File: config.mk
export PLATFORM = sky130hd
export DESIGN_NAME = ees_slave_engine
export DESIGN_NICKNAME = d
export VERILOG_FILES = /design/src/rtl/ees_pkg.sv /design/src/rtl/ees_bit_rx.sv /design/src/rtl/ees_addr_ctr.sv /design/src/rtl/ees_tx_shift.sv /design/src/rtl/ees_slave_engine.sv
export SDC_FILE = /design/constraint.sdc
export NUM_CORES = 1
export LEC_CHECK = 0
export BUFFER_PORTS_ARGS = -buffer_cell sky130_fd_sc_hd__buf_4
export CORE_UTILIZATION = 50
export CTS_CLUSTER_DIAMETER = 60
export DETAILED_ROUTE_END_ITERATION = 8
export GPL_ROUTABILITY_DRIVEN = 0
export PLACE_DENSITY = 0.7
export SLEW_MARGIN = 20
export SYNTH_ARGS = -nofsm -noshare
export SYNTH_HDL_FRONTEND = slang
export SYNTH_SLANG_ARGS = --single-unit
File: constraint.sdc
create_clock -name clk -period 5.25 [get_ports clk]
set_input_delay 0.2625 -clock clk [delete_from_list [all_inputs] [get_ports clk]]
set_output_delay 0.2625 -clock clk [all_outputs]
set_load 0.02 [all_outputs]
File: src/rtl/ees_pkg.sv
package ees_pkg;
   localparam logic [3:0] TYPE_CODE = 4'b1010;
   localparam int         BYTE_W    = 8;
   localparam int         CNT_W     = 4;
   localparam int         ACK_SLOT  = 9;

   typedef enum logic [2:0] {
      ST_IDLE,
      ST_DEVSEL,
      ST_ADDR_HI,
      ST_ADDR_LO,
      ST_WDATA,
      ST_RD_FIRST,
      ST_RD_DATA
   } ees_state_t;
endpackage

File: src/rtl/ees_bit_rx.sv
module ees_bit_rx
   import ees_pkg::*;
(
   input  logic              clk,
   input  logic              rst_n,
   input  logic              clr,
   input  logic              rise,
   input  logic              fall,
   input  logic              sda_in,
   output logic [CNT_W-1:0]  bit_cnt,
   output logic [BYTE_W-1:0] rx_byte,
   output logic              m_ack
);
   always_ff @(posedge clk or negedge rst_n) begin
      if (!rst_n) begin
         bit_cnt <= '0;
         rx_byte <= '0;
         m_ack   <= 1'b0;
      end else if (clr) begin
         bit_cnt <= '0;
      end else if (rise && (bit_cnt < CNT_W'(ACK_SLOT))) begin
         bit_cnt <= bit_cnt + 1'b1;
         if (bit_cnt < CNT_W'(BYTE_W))
            rx_byte <= {rx_byte[BYTE_W-2:0], sda_in};
         else
            m_ack <= ~sda_in;
      end else if (fall && (bit_cnt == CNT_W'(ACK_SLOT))) begin
         bit_cnt <= '0;
      end
   end
endmodule

File: src/rtl/ees_addr_ctr.sv
module ees_addr_ctr
   import ees_pkg::*;
#(
   parameter int ADDR_W    = 15,
   parameter int PAGE_BITS = 6
) (
   input  logic              clk,
   input  logic              rst_n,
   input  logic              ld_hi,
   input  logic              ld_lo,
   input  logic [BYTE_W-1:0] byte_in,
   input  logic              inc_rd,
   input  logic              inc_wr,
   output logic [ADDR_W-1:0] addr
);
   localparam int HI_W = ADDR_W - BYTE_W;

   logic [HI_W-1:0]   hi_q;
   logic [ADDR_W-1:0] wr_next;

   generate
      if (HI_W < BYTE_W) begin : g_drop_top
         logic unused_top_bits;
         assign unused_top_bits = ^byte_in[BYTE_W-1:HI_W];
      end
      if (PAGE_BITS == 0) begin : g_no_advance
         assign wr_next = addr;
      end else begin : g_page_advance
         logic [PAGE_BITS-1:0] low_next;
         assign low_next = addr[PAGE_BITS-1:0] + 1'b1;
         assign wr_next  = {addr[ADDR_W-1:PAGE_BITS], low_next};
      end
   endgenerate

   always_ff @(posedge clk or negedge rst_n) begin
      if (!rst_n) begin
         hi_q <= '0;
         addr <= '0;
      end else begin
         if (ld_hi)
            hi_q <= byte_in[HI_W-1:0];
         if (ld_lo)
            addr <= {hi_q, byte_in};
         else if (inc_rd)
            addr <= addr + 1'b1;
         else if (inc_wr)
            addr <= wr_next;
      end
   end
endmodule

File: src/rtl/ees_tx_shift.sv
module ees_tx_shift
   import ees_pkg::*;
(
   input  logic              clk,
   input  logic              rst_n,
   input  logic              load,
   input  logic              shift,
   input  logic [BYTE_W-1:0] din,
   output logic              next_bit
);
   logic [BYTE_W-2:0] rest_q;

   always_ff @(posedge clk or negedge rst_n) begin
      if (!rst_n)
         rest_q <= '0;
      else if (load)
         rest_q <= din[BYTE_W-2:0];
      else if (shift)
         rest_q <= {rest_q[BYTE_W-3:0], 1'b0};
   end

   assign next_bit = rest_q[BYTE_W-2];
endmodule

File: src/rtl/ees_slave_engine.sv
module ees_slave_engine
   import ees_pkg::*;
#(
   parameter int ADDR_W    = 15,
   parameter int PAGE_BITS = 6,
   parameter int SEL_W     = 3
) (
   input  logic              clk,
   input  logic              rst_n,
   input  logic              start_det,
   input  logic              stop_det,
   input  logic              scl_rise,
   input  logic              scl_fall,
   input  logic              sda_in,
   input  logic [SEL_W-1:0]  chip_sel,
   input  logic              wr_protect,
   output logic              sda_pull_low,
   output logic [ADDR_W-1:0] mem_addr,
   input  logic [7:0]        mem_rdata,
   output logic              wbyte_valid,
   output logic [ADDR_W-1:0] wbyte_addr,
   output logic [7:0]        wbyte_data
);
   localparam int TYPE_W = BYTE_W - 1 - SEL_W;

   generate
      if (ADDR_W < 9 || ADDR_W > 16) begin : g_bad_addr_w
         $error("ees_slave_engine: ADDR_W must lie in 9..16");
      end
      if (PAGE_BITS < 0 || PAGE_BITS >= ADDR_W) begin : g_bad_page
         $error("ees_slave_engine: PAGE_BITS must lie in 0..ADDR_W-1");
      end
      if (SEL_W != 3) begin : g_bad_sel
         $error("ees_slave_engine: select field must be 3 bits");
      end
   endgenerate

   ees_state_t        state;
   logic              wp_q;
   logic [CNT_W-1:0]  bit_cnt;
   logic [BYTE_W-1:0] rx_byte;
   logic              m_ack;
   logic              tx_next;

   logic fall8, fall9, fall_mid;
   logic dev_match, in_window;
   logic ld_hi, ld_lo, wr_take, rd_load, tx_shift;

   assign fall8    = scl_fall && (bit_cnt == CNT_W'(BYTE_W));
   assign fall9    = scl_fall && (bit_cnt == CNT_W'(ACK_SLOT));
   assign fall_mid = scl_fall && (bit_cnt != '0) && (bit_cnt < CNT_W'(BYTE_W));

   assign dev_match = (rx_byte[BYTE_W-1 -: TYPE_W] == TYPE_CODE[TYPE_W-1:0]) &&
                      (rx_byte[SEL_W:1] == chip_sel);
   assign in_window = (state == ST_DEVSEL) || (state == ST_ADDR_HI) || (state == ST_ADDR_LO);

   assign ld_hi    = fall8 && (state == ST_ADDR_HI);
   assign ld_lo    = fall8 && (state == ST_ADDR_LO);
   assign wr_take  = fall8 && (state == ST_WDATA) && !wp_q;
   assign rd_load  = fall9 && ((state == ST_RD_FIRST) || ((state == ST_RD_DATA) && m_ack));
   assign tx_shift = fall_mid && (state == ST_RD_DATA);

   ees_bit_rx u_rx (
      .clk     (clk),
      .rst_n   (rst_n),
      .clr     (start_det | stop_det),
      .rise    (scl_rise),
      .fall    (scl_fall),
      .sda_in  (sda_in),
      .bit_cnt (bit_cnt),
      .rx_byte (rx_byte),
      .m_ack   (m_ack)
   );

   ees_addr_ctr #(
      .ADDR_W    (ADDR_W),
      .PAGE_BITS (PAGE_BITS)
   ) u_addr (
      .clk     (clk),
      .rst_n   (rst_n),
      .ld_hi   (ld_hi),
      .ld_lo   (ld_lo),
      .byte_in (rx_byte),
      .inc_rd  (rd_load),
      .inc_wr  (wr_take),
      .addr    (mem_addr)
   );

   ees_tx_shift u_tx (
      .clk      (clk),
      .rst_n    (rst_n),
      .load     (rd_load),
      .shift    (tx_shift),
      .din      (mem_rdata),
      .next_bit (tx_next)
   );

   always_ff @(posedge clk or negedge rst_n) begin
      if (!rst_n) begin
         state        <= ST_IDLE;
         sda_pull_low <= 1'b0;
         wp_q         <= 1'b0;
         wbyte_valid  <= 1'b0;
         wbyte_addr   <= '0;
         wbyte_data   <= '0;
      end else begin
         wbyte_valid <= 1'b0;
         if (start_det) begin
            state        <= ST_DEVSEL;
            sda_pull_low <= 1'b0;
            wp_q         <= wr_protect;
         end else if (stop_det) begin
            state        <= ST_IDLE;
            sda_pull_low <= 1'b0;
         end else begin
            if (in_window)
               wp_q <= wr_protect;
            if (fall8) begin
               case (state)
                  ST_DEVSEL: begin
                     if (dev_match) begin
                        sda_pull_low <= 1'b1;
                        state        <= rx_byte[0] ? ST_RD_FIRST : ST_ADDR_HI;
                     end else begin
                        state <= ST_IDLE;
                     end
                  end
                  ST_ADDR_HI: begin
                     sda_pull_low <= 1'b1;
                     state        <= ST_ADDR_LO;
                  end
                  ST_ADDR_LO: begin
                     sda_pull_low <= 1'b1;
                     state        <= ST_WDATA;
                  end
                  ST_WDATA: begin
                     if (!wp_q) begin
                        sda_pull_low <= 1'b1;
                        wbyte_valid  <= 1'b1;
                        wbyte_addr   <= mem_addr;
                        wbyte_data   <= rx_byte;
                     end
                  end
                  default: sda_pull_low <= 1'b0;
               endcase
            end else if (fall9) begin
               if (rd_load) begin
                  sda_pull_low <= ~mem_rdata[BYTE_W-1];
                  state        <= ST_RD_DATA;
               end else begin
                  sda_pull_low <= 1'b0;
                  if (state == ST_RD_DATA)
                     state <= ST_IDLE;
               end
            end else if (tx_shift) begin
               sda_pull_low <= ~tx_next;
            end
         end
      end
   end
endmodule

==> results.tsv <==
stage	metric	value	unit
clock_tree	CTS buffer count	9	
route	drc violations	0	
synth	syn_nets	346	
pwr	Flop pwr share	53.5	%
pwr	Pint	0.0008910	W
floorplan	core box area	6869	µm²
clock_tree	Clk pin slew, worst setup/hold paths	0.07	ns
min_path	Hold WC Path Type	input pin to asynchronous set/reset pin	
floorplan	FP Rows	30	
synth	Top FF cell, synth	dfrtp_1	
sta	Worst Hold Margin	0.03808	ns
synth	#FFs+latches synth	71	
floorplan	die footprint	7535	µm²
pwr	switch share	23.88	%
sta	Setup Viol. Count Final	0	
synth	Synth async-reset ratio	100.0	%
critical_path	startpoint types	register	
sta	setup TNS	0	ns
clock_tree	TritonCTS clock tree	built	
route	DRT iter0 DRCs	157	
global_route	Total Routing Usage GR	21.92	%
critical_path	crit-path max cell delay	0.79	ns
clock_tree	total number of H-tree levels	3	
global_route	vias in the first global route	2566	
synth	post-synthesis cell count	322	
critical_path	crit-path max FO	19	
synth	Yosys warning total	0	
synth	Syn Area/Cell	11.17	µm²
critical_path	Worst path top cell family by delay	compound AO/OA/AOI/OAI gates	
sta	Final Cycle Share	48.51	%
synth	Cell variety after synth	64	
pwr	clock power share	40.3	%
sta	Final Hold Vio Count	0	
route	drt pass-1 iters	4	
floorplan	top-level port count	59	
critical_path	crit path from	u_rx.bit_cnt[1]	
cells_and_area	Final #Nets	397	
sta	upper clock frequency limit	392.7	MHz
sta	worst slew pin tran	0.8616	ns
route	via/cell ratio	5.772	
sta	RSZ-0062 raised after global routing	false	
run_status	status	finished, final reports clean	
global_route	pin count of the biggest net entering global routing	72	
pwr	PwrDens	274.3	nW/µm²
critical_path	reg2reg start	u_rx.bit_cnt[1]	
global_route	global-route wire length before repair	12.61	mm
synth	area of the mapped netlist	3596	µm²
floorplan	Horiz. Die Dim	86.81	µm
critical_path	CP Data Required Time	5.47	ns
global_route	antenna violations before repair	0	
sta	Tmin final	2.547	ns
sta	max_slew headroom	42.38	%
synth	EDFF count, synth	0	
placed_design	# port buffers	58	
critical_path	worst endpoint data arrival time	2.77	ns
cells_and_area	synth-to-layout area growth	18.68	%
critical_path	slowest CP cell	a211oi_4	
clock_tree	Sink Count	71	
pwr	Logic pwr share	6.1	%
critical_path	critical path endpoint category	register	
route	ANT nets after route	0	
floorplan	initial core utilization	52.35	%
job	Max-Cap Viols	0	
global_route	total grt overflow	0	
cells_and_area	Diodes inserted	0	
critical_path	Bufs and invs on worst path	1	
cells_and_area	share of cells above drive strength 1	31.56	%
clock_tree	Clock Tree Buf Depth	2	
clock_tree	worst-skew pair later-pin latency	0.33	ns
pwr	LEAKAGE	2.039	nW
pwr	Net Sw Power	0.0002796	W
critical_path	WS Path Type	register to register	
placed_design	dpl hpwl	5.179	mm
clock_tree	Post-CTS Setup Repair Bufs	0	
route	Post-Route WL	7.639	mm
sta	Final Max Tran Viols	0	
route	routed len/inst	16.15	µm
clock_tree	post_cts resized	0	
critical_path	crit-path cells	inv_1 -> ha_1 -> nand4b_4 -> a211oi_4 -> mux2_2 -> a221o_1	
route	vias	2730	
synth	sequential area share after synthesis	49.41	%
floorplan	Die H	86.81	µm
sta	Layout Skew	0.006877	ns
clock_tree	CTS root buf	clkbuf_8	
clock_tree	Hold-fix buffers, CTS	0	
pwr	Worst VDD drop	0.2100	mV
[metal layers]
metal / vias to the layer above / share of wire [%] / track usage [%]
met5: - / 0 / 0
met4: 0 / 1.4 / 10.61
met3: 11 / 5.0 / 4.571
met2: 82 / 45 / 31.42
met1: 1333 / 49 / 31.59
li1: 1304 / - / -
[placed cells by master (no fill, tap or decap), drive strengths merged, types with 2 or more instances in the layout]
| cell | Yosys | layout |
|---|---|---|
| dfrtp | 71 | 71 |
| buf | 11 | 58 |
| mux2 | 37 | 37 |
| nand2 | 27 | 27 |
| o21ai | 14 | 14 |
| nor3 | 14 | 14 |
| inv | 11 | 11 |
| nor2 | 11 | 11 |
| clkbuf | 7 | 11 |
| nand3 | 8 | 8 |
| a22o | 6 | 6 |
| a21o | 6 | 6 |
| a31oi | 6 | 6 |
| nand4 | 5 | 5 |
| or4 | 5 | 5 |
| o211ai | 5 | 5 |
| ha | 5 | 5 |
| a21oi | 5 | 5 |
| nor2b | 4 | 4 |
| a22oi | 4 | 4 |
| xor2 | 4 | 4 |
| or3 | 4 | 4 |
| o31ai | 4 | 4 |
| nand3b | 3 | 3 |
| and4 | 3 | 3 |
| mux2i | 3 | 3 |
| nand4b | 3 | 3 |
| nand2b | 3 | 3 |
| a211oi | 3 | 3 |
| o21a | 2 | 2 |
| and3 | 2 | 2 |
| o2bb2ai | 2 | 2 |
| a221o | 2 | 2 |
| o22ai | 2 | 2 |
| clkinv | 0 | 2 |
| bufinv | 0 | 2 |
| nor4b | 2 | 2 |
[worst paths after layout]
path / to / slack, ns / depth (start not counted)
max: u_addr.addr[7] / 2.70 / 6
min: wbyte_addr[10] / 0.04 / 1
max reg2reg: u_addr.addr[7] / 2.70 / 6
min reg2reg: wbyte_addr[14] / 0.48 / 2
max in group asynchronous: wbyte_data[3] / 4.65 / 1
min in group clk: u_tx.rest_q[0] / 0.12 / 3
[cells in the mapped netlist (2+ instances only)]
cell type	number	area (µm²)
clkbuf_1	6	22.52
nand3b_1	3	22.52
or4_1	5	37.54
a31oi_1	6	37.54
buf_2	6	30.03
nand4_1	5	31.28
a22o_1	6	52.55
o22ai_1	2	12.51
a22oi_1	4	30.03
a21o_1	6	45.04
o2bb2ai_1	2	17.52
a211oi_1	2	15.01
a21oi_1	4	20.02
mux2i_1	3	30.03
o211ai_1	5	37.54
nor3_1	13	65.06
buf_4	3	22.52
and4_1	3	26.28
nor2b_1	4	25.02
mux2_2	37	416.7
nand2_1	27	101.4
nor2_1	11	41.29
nand2b_1	2	12.51
a221o_1	2	20.02
and3_1	2	12.51
inv_1	11	41.29
or3_1	4	25.02
o21ai_0	14	70.07
nand3_1	7	35.03
nand4b_1	2	17.52
o21a_1	2	15.01
xor2_1	4	35.03
dfrtp_1	71	1777
ha_1	5	62.56
o31ai_1	4	30.03
[final cells by class]
cell class | instances | area [µm²]
fillers | 582 | 2601
flip-flops and latches | 71 | 1777
multi-input cells | 222 | 1683
repair buffers | 58 | 435.4
clock buffers | 11 | 141.4
well taps | 96 | 120.1
clock inverters | 4 | 70.07
inverters | 11 | 41.29
[sequential cells by signal, indices dropped and copies added (netlist names)]
signal and flops:
u_addr.addr 15, wbyte_addr 15, u_rx.rx_byte 8, wbyte_data 8
u_addr.hi_q 7, u_tx.rest_q 7, u_rx.bit_cnt 4, state 3
sda_pull_low 1, u_rx.m_ack 1, wbyte_valid 1, wp_q 1
[stage by stage]
stage	power [W]	cells	setup WS [ns]	util (%)	cell area, µm²
floorplan	0.0006591	322	3.246	-	3596
global placement	0.0007066	458	2.820	59.05	4056
detailed placement	0.0007094	458	2.693	59.05	4056
CTS	0.001180	473	2.689	62.13	4268
global route	0.001214	473	2.565	62.13	4268
finish	0.001171	473	2.703	62.13	4268
[kinds of logic after synthesis]
group                      count (synthesis)  synth area share (%)
AOI/OAI and AO/OA                         71                 14.51
xor gates and xnor gates                   5                 1.218
adders and majority gates                  5                 1.740
buffers and inverters                     29                 3.792
DFF                                       71                 49.41
muxes                                     40                 12.42
and+or+nand+nor                          101                 16.91
[power groups by stage]
stage / clock [W] / sequential (W) / combinational, W
4_1_cts: 0.000480 / 0.000626 / 0.0000731
6_report: 0.000472 / 0.000627 / 0.0000719
2_1_floorplan: 0 / 0.000611 / 0.0000479
5_1_grt: 0.000500 / 0.000632 / 0.0000810
3_5_place_dp: 0 / 0.000636 / 0.0000730
3_3_place_gp: 0 / 0.000635 / 0.0000715
(Power assumes the default switching activity.)
